===== config.mk =====
export PLATFORM = sky130hd
export DESIGN_NAME = open_string_supervisor
export DESIGN_NICKNAME = d
export VERILOG_FILES = /design/src/rtl/osr_pkg.sv /design/src/rtl/ovp_edge_sync.sv /design/src/rtl/open_string_tracker.sv /design/src/rtl/open_string_supervisor.sv
export SDC_FILE = /design/constraint.sdc
export NUM_CORES = 1
export LEC_CHECK = 0
export ABC_AREA = 1
export BUFFER_PORTS_ARGS = -buffer_cell sky130_fd_sc_hd__buf_2
export CELL_PAD_IN_SITES_DETAIL_PLACEMENT = 1
export CELL_PAD_IN_SITES_GLOBAL_PLACEMENT = 1
export CORE_UTILIZATION = 29
export DETAILED_ROUTE_END_ITERATION = 6
export GPL_TIMING_DRIVEN = 0
export HOLD_SLACK_MARGIN = 0.12
export PLACE_DENSITY_LB_ADDON = 0.2
export RECOVER_POWER = 100
export SLEW_MARGIN = 40
export SYNTH_ARGS = -nofsm -noshare
export SYNTH_HDL_FRONTEND = slang
export SYNTH_HIERARCHICAL = 1
export SYNTH_SLANG_ARGS = --single-unit

===== constraint.sdc =====
create_clock -name clk -period 1.6 [get_ports clk]
set_input_delay 0.24 -clock clk [delete_from_list [all_inputs] [get_ports clk]]
set_output_delay 0.24 -clock clk [all_outputs]
set_load 0.03 [all_outputs]

===== src/rtl/osr_pkg.sv =====
package osr_pkg;

    // Action taken on the removal set at one clock edge.
    typedef enum logic [1:0] {
        ACT_HOLD   = 2'd0,  // no event: keep removals of enabled channels
        ACT_CLEAR  = 2'd1,  // re-enable: drop every removal
        ACT_APPLY  = 2'd2,  // event: take the near-zero enabled channels
        ACT_REFUSE = 2'd3   // event would empty the mask: keep, flag fault
    } osr_action_e;

endpackage


===== src/rtl/ovp_edge_sync.sv =====
module ovp_edge_sync #(
    parameter int unsigned SYNC_STAGES = 2
) (
    input  logic clk,
    input  logic rst_n,
    input  logic ovp_raw,
    output logic ovp_event
);

    typedef struct packed {
        logic [SYNC_STAGES-1:0] chain;
        logic                   last;
    } sync_state_t;

    sync_state_t st_d, st_q;

    always_comb begin
        st_d       = st_q;
        st_d.chain = {st_q.chain[SYNC_STAGES-2:0], ovp_raw};
        st_d.last  = st_q.chain[SYNC_STAGES-1];
        ovp_event  = st_q.chain[SYNC_STAGES-1] & ~st_q.last;
    end

    always_ff @(posedge clk or negedge rst_n) begin
        if (!rst_n) begin
            st_q <= '0;
        end else begin
            st_q <= st_d;
        end
    end

    // an edge yields a single-cycle event even if the flag stays high
    assert_single_event_R3: assert property (@(posedge clk) disable iff (!rst_n)
        ovp_event |=> !ovp_event);

endmodule


===== src/rtl/open_string_tracker.sv =====
module open_string_tracker
    import osr_pkg::*;
#(
    parameter int unsigned NUM_CH = 8
) (
    input  logic              clk,
    input  logic              rst_n,
    input  logic [NUM_CH-1:0] ch_enable,
    input  logic [NUM_CH-1:0] pin_low,
    input  logic              ovp_event,
    input  logic              reenable,
    output logic [NUM_CH-1:0] removed,
    output logic              strand_fault
);

    typedef struct packed {
        logic [NUM_CH-1:0] removed;
        logic              fault;
    } trk_state_t;

    trk_state_t        st_d, st_q;
    logic [NUM_CH-1:0] cand;
    logic [NUM_CH-1:0] survivors;
    logic              would_strand;
    osr_action_e       act;

    // Per-channel candidate: enabled and showing a near-zero pin.
    for (genvar g = 0; g < NUM_CH; g++) begin : g_cand
        assign cand[g]      = ch_enable[g] & pin_low[g];
        assign survivors[g] = ch_enable[g] & ~pin_low[g];
    end

    assign would_strand = (|ch_enable) && !(|survivors);

    always_comb begin
        if (reenable) begin
            act = ACT_CLEAR;
        end else if (ovp_event && would_strand) begin
            act = ACT_REFUSE;
        end else if (ovp_event) begin
            act = ACT_APPLY;
        end else begin
            act = ACT_HOLD;
        end

        st_d = st_q;
        unique case (act)
            ACT_CLEAR: begin
                st_d.removed = '0;
                st_d.fault   = 1'b0;
            end
            ACT_APPLY: begin
                st_d.removed = cand;
                st_d.fault   = 1'b0;
            end
            ACT_REFUSE: begin
                st_d.removed = st_q.removed & ch_enable;
                st_d.fault   = 1'b1;
            end
            default: begin
                st_d.removed = st_q.removed & ch_enable;
            end
        endcase
    end

    always_ff @(posedge clk or negedge rst_n) begin
        if (!rst_n) begin
            st_q <= '0;
        end else begin
            st_q <= st_d;
        end
    end

    assign removed      = st_q.removed;
    assign strand_fault = st_q.fault;

    // re-enable wipes removals and fault on the next cycle
    assert_reenable_clears_R7: assert property (@(posedge clk) disable iff (!rst_n)
        reenable |=> (removed == '0) && !strand_fault);

    // without an event no channel can newly enter the removal set
    assert_no_new_removal_R6: assert property (@(posedge clk) disable iff (!rst_n)
        (!ovp_event && !reenable) |=> ((removed & ~$past(removed)) == '0));

    // a normal event loads exactly the near-zero enabled channels
    assert_event_removes_R4: assert property (@(posedge clk) disable iff (!rst_n)
        (ovp_event && !reenable && !would_strand) |=> (removed == $past(cand)) && !strand_fault);

    // an event that would empty the mask raises the fault
    assert_strand_fault_R8: assert property (@(posedge clk) disable iff (!rst_n)
        (ovp_event && !reenable && would_strand) |=> strand_fault);

    // the fault is only raised by an event
    assert_fault_needs_event_R8: assert property (@(posedge clk) disable iff (!rst_n)
        $rose(strand_fault) |-> $past(ovp_event));

endmodule


===== src/rtl/open_string_supervisor.sv =====
module open_string_supervisor #(
    parameter int unsigned NUM_CH      = 8,
    parameter int unsigned SYNC_STAGES = 2
) (
    input  logic              clk,
    input  logic              rst_n,
    input  logic [NUM_CH-1:0] ch_enable,
    input  logic [NUM_CH-1:0] pin_low,
    input  logic              ovp_raw,
    input  logic              reenable,
    output logic [NUM_CH-1:0] reg_mask,
    output logic              strand_fault
);

    logic              ovp_event;
    logic [NUM_CH-1:0] removed;

    ovp_edge_sync #(
        .SYNC_STAGES(SYNC_STAGES)
    ) u_sync (
        .clk      (clk),
        .rst_n    (rst_n),
        .ovp_raw  (ovp_raw),
        .ovp_event(ovp_event)
    );

    open_string_tracker #(
        .NUM_CH(NUM_CH)
    ) u_track (
        .clk         (clk),
        .rst_n       (rst_n),
        .ch_enable   (ch_enable),
        .pin_low     (pin_low),
        .ovp_event   (ovp_event),
        .reenable    (reenable),
        .removed     (removed),
        .strand_fault(strand_fault)
    );

    assign reg_mask = ch_enable & ~removed;

    // a registered fault never coexists with an empty mask for a stable non-zero enable
    assert_mask_kept_R8: assert property (@(posedge clk) disable iff (!rst_n)
        (strand_fault && (ch_enable != '0) && $stable(ch_enable) && ($past(reg_mask) != '0))
            |-> (reg_mask != '0));

endmodule


Word-level counts from Yosys, hierarchy flattened --
Cells that the tools add are included.
Operators by class: muxes and demuxes 5, equality and inequality tests 3, divide/modulo/power cells 0, reductions and logical operators 7, $add $sub $neg 0, order comparisons 0, shift operators 0, bitwise gates (word level) 29, $mul 0
Operators with widths (count):
- 1-bit AND | 17
- 8-bit AND | 2
- 8-bit case mux with 2 select lines | 1
- 8-bit OR reduction | 2
- 1-bit NOT | 9
- 8-bit NOT | 1
- 2-bit two-way mux | 3
- 2-bit equality test, second input constant | 2
- 2-bit by 1-bit equality test with 1-bit output, second input constant | 1
- 1-bit logical AND | 2
- 1-bit case mux with 2 select lines | 1
- 2-bit nonzero test | 1
- 2-bit OR reduction | 1
- 1-bit zero test | 1
Word-level totals: flip-flop bits (word level) 12, memories 0, bits in latches 0, ROM bits 0, logic and storage cells 48, bits in writable memories 0

Longest topological paths before layout --
depth after elaboration 11, gate-level depth with buffers 11, depth with buffers taken out 10

Modules after synthesis --
Netlist, hierarchy kept.
Modules (own cells, without submodules):
- open_string_tracker | instances 1, cells each 81, area an instance 564.3 um^2
- ovp_edge_sync | instances 1, cells each 5, area an instance 85.1 um^2
- open_string_supervisor | instances 1, cells each 16, area an instance 80.1 um^2

Least setup slack after synthesis --
OpenSTA, ideal clock, no wires.
kind register -> register, start register u_sync/st_q[0] (netlist bit), end register u_track.st_q (netlist bit u_track/removed[4]), clock period less this slack 1.512 ns, arrival time 1.391 ns, path slack 0.088 ns, stages on the path, launching flop included 10, cell sequence dfrtp_1 > nor2_2 > nand2_1 > nor2_1 > nand2_1 > o21bai_1 > ha_1 > buf_6 > nand4_1 > o21ai_1
RTL lines:
- start, declared | line ovp_edge_sync.sv:15 | sync_state_t st_d, st_q;
- start signal, assigned | line ovp_edge_sync.sv:28 | st_q <= st_d;
- end signal, assigned | line open_string_tracker.sv:70 | st_q <= st_d;
- end, declared | line open_string_tracker.sv:21 | trk_state_t st_d, st_q;

==> summary.md <==
| Metric | Value |
|---|---|
| Run status | `finished, final reports clean` |
| Pwr dens | `about 680 nW/um2` |
| Worst setup timing slack at the placement stage | `-0.105 ns` |
| Unrepaired setup endpoints after global routing | `yes` |
| Data required time at the worst endpoint | `1.76 ns` |
| Critical Path Source Type | `flip-flop` |
| Final Critical Period | `~1.6 ns` |
| Distinct cell type count after synthesis | `13` |
| Residual overflow from global routing | `0` |
| Vias in the first global route | `771` |
| Wire length of the first global-routing pass | `3200 um` |
| Commonest non-fill, non-tap cells in the layout | `sky130_fd_sc_hd__inv_1 (25), sky130_fd_sc_hd__nand2_1 (24), sky130_fd_sc_hd__buf_2 (18), sky130_fd_sc_hd__dfrtp_1 (12), sky130_fd_sc_hd__clkbuf_1 (10)` |
| Sink Count | `12` |
| Worst reg2reg path depth | `9` |
| Number of input and output port buffers inserted | `28` |
| CTS Buf Count | `3` |
| Final count of pins violating max slew | `0` |
| Area growth from synthesis to layout | `33.6%` |
| Post-Route Utilization | `a little over two fifths` |
| Highest Clock Rate | `around 640 MHz` |
| First drt pass iteration count | `2` |
| DRT antenna net count | `0` |
| CP Class | `reg -> reg` |
| Fraction of layout cells with a size suffix above 1 | `28.5%` |
| Non-filler instance count after layout | `165` |
| Synthesized netlist cell count | `a little over 100` |
| Number of max-cap violations | `0` |
| Total routing usage reported by global routing | `16.7%` |
| Via-per-instance ratio | `4.47` |
| Number of instances in the placed design | `158` |
| Total power of the final layout | `0.000667 W` |
| Worst hold stages | `3` |
| Starting Density | `about a third` |
| Number of buffers on the longest clock path | `2` |
| DR vias | `738` |
| Worst-margin pin slew | `0.701 ns` |
| Post-Syn Area | `around 730 um2` |
| Max transition margin | `53.3%` |
| Fin. Hold Viols | `0` |
| Die height | `52.2 um` |
| HP Class | `in -> reg` |
| Core footprint | `around 2300 um2` |
| Worst clock skew | `roughly 0.006 ns` |
| H-tree levels | `1` |
| Residual DRC | `0` |
| Antenna violations before repair | `0` |
| Number of synthesized register bits | `12` |
| Critical path peak fanout | `8` |
| Later-pin clock latency in the skew report | `0.27 ns` |
| Number of standard-cell rows in the floorplan | `17` |
| Global placement routability congestion | `just over 0.7` |
| Wire per inst | `between 10 and 15 um` |
| Area of the die | `~2700 um2` |
| Total nets after synthesis | `124` |
| Die width | `between 50 and 60 um` |
| Leading cell type in the layout, fill and taps excluded | `sky130_fd_sc_hd__inv_1` |
| Total routed wirelength | `slightly below 2000 um` |
| Sequential area share after synthesis | `41.2%` |
| Worst Setup Slack, final | `0.0257 ns` |
| TritonCTS clock tree | `done` |
| Fin nets | `161` |
| Critical Path Sink Type | `flip-flop` |
| Critical path arrival | `1.73 ns` |
| Mapped Avg Cell Area | `around 7.2 um2` |
| Ant diodes | `0` |
| Syn. warnings | `6` |
| Drt initial violations | `4` |
| Clock-pin slew on the worst setup and hold paths | `0.08 ns` |
| Top-Level Pins | `29` |
| Leakage component of the power | `roughly 0.54 nW` |
| Final setup fails | `0` |
| Maximum number of pins on one net before global-route repair | `13` |
| HPWL reported at the end of detailed placement | `approximately 1400 um` |
| VDD IR max | `~380 uV` |
| Root buf cell | `sky130_fd_sc_hd__clkbuf_4` |
| Final period util | `98.4%` |
-- logic make-up (layout without fill, tap and decap cells) --
kind of cell             after synthesis  in the layout  share of synthesized area, %
AO/OA/AOI/OAI                         10             10                          7.20
adder cells (fa/ha/maj)                2              2                          3.43
buffers and inverters                 27             62                          15.1
flip-flops                            12             12                          41.2
multiplexers                           1              1                          1.54
AND/OR/NAND/NOR                       50             50                          31.6
-- through the flow --
stage / instance area [um2] / setup TNS, ns / hold WS (ns)
finish: 975 / 0 / 0.237
global placement: 905 / -0.465 / 0.143
global route: 975 / -0.491 / 0.238
detailed placement: 905 / -0.472 / 0.144
CTS: 968 / -0.00918 / 0.226
floorplan: 729 / 0 / -0.0556
-- worst max-delay path, cell delays in order (launching register included) --
cell,delay (ns)
sky130_fd_sc_hd__dfrtp_1,0.37
sky130_fd_sc_hd__nor2_2,0.14
sky130_fd_sc_hd__nand2_1,0.07
sky130_fd_sc_hd__nor2_1,0.09
sky130_fd_sc_hd__nand2_1,0.08
sky130_fd_sc_hd__o21bai_2,0.18
sky130_fd_sc_hd__ha_4,0.26
sky130_fd_sc_hd__buf_6,0.14
sky130_fd_sc_hd__nand4_1,0.07
sky130_fd_sc_hd__o21ai_1,0.07
-- layer usage --
| metal | share of wire [%] | vias to the layer above | wire [um] | track usage [%] |
|---|---|---|---|---|
| met5 | 0 | - | 0 | 0 |
| met4 | 3.1 | 0 | 60 | 10.1 |
| met3 | 4.5 | 6 | 87 | 3.51 |
| met2 | 49 | 24 | 953 | 29.3 |
| met1 | 43 | 326 | 830 | 18.2 |
| li1 | - | 382 | - | - |
-- cell usage after synthesis --
cell | number | share of area, %
sky130_fd_sc_hd__nor2_2 | 9 | 7.7
sky130_fd_sc_hd__o21ai_0 | 4 | 2.7
sky130_fd_sc_hd__nor2_1 | 9 | 4.6
sky130_fd_sc_hd__inv_1 | 25 | 13
sky130_fd_sc_hd__buf_6 | 1 | 1.5
sky130_fd_sc_hd__nand2_1 | 24 | 12
sky130_fd_sc_hd__nand4_1 | 8 | 6.9
sky130_fd_sc_hd__dfrtp_1 | 12 | 41
sky130_fd_sc_hd__clkbuf_2 | 1 | 0.69
sky130_fd_sc_hd__ha_1 | 2 | 3.4
sky130_fd_sc_hd__o21ai_1 | 5 | 3.4
sky130_fd_sc_hd__o21bai_1 | 1 | 1.0
sky130_fd_sc_hd__mux2_2 | 1 | 1.5
-- final timing paths --
kind | start | to | slack, ns
setup / recovery | u_sync/st_q[0] | u_track/removed[4] | 0.03
hold / removal | ch_enable[6] | u_track/removed[6] | 0.24
setup reg to reg | u_sync/st_q[0] | u_track/removed[4] | 0.03
hold reg to reg | u_sync/st_d[2] | u_sync/st_d[0] | 0.35
max in group asynchronous | rst_n | u_sync/st_d[0] | 0.62
min in group asynchronous | rst_n | u_track/removed[1] | 0.53
-- sequential cells by signal, summed over array words and instances, names as in the netlist --
| signal | count |
|---|---|
| u_track/strand_fault | 1 |
| u_track/removed | 8 |
| u_sync/st_q | 1 |
| u_sync/st_d | 2 |
-- final cells by class --
class	instances	area (um2)
clock buffers	3	22.5
inverters	25	93.8
plain buffers	1	11.3
flip-flops and latches	12	300
repair buffers	33	170
multi-input cells	63	342
well taps	28	35.0
fillers	316	1320
-- where the power goes --
group	switching, W	internal [W]	leakage (nW)
sequential	0.00000313	0.000310	0.160
clock	0.000101	0.0000871	0.0138
combinational	0.000105	0.0000612	0.362
-- what timing repair did --
| action | in CTS | in global routing |
|---|---|---|
| endpoints found under the setup margin | 8 | 8 |
| pin swaps | 8 | 2 |
| endpoints found under the hold margin | 13 | 0 |
| gates cloned | 1 | 0 |
| hold buffers | 2 | 0 |
| buffers inserted | 0 | 2 |
| resized for setup | 6 | 2 |
No activity file was read; power rests on OpenSTA's default activity.
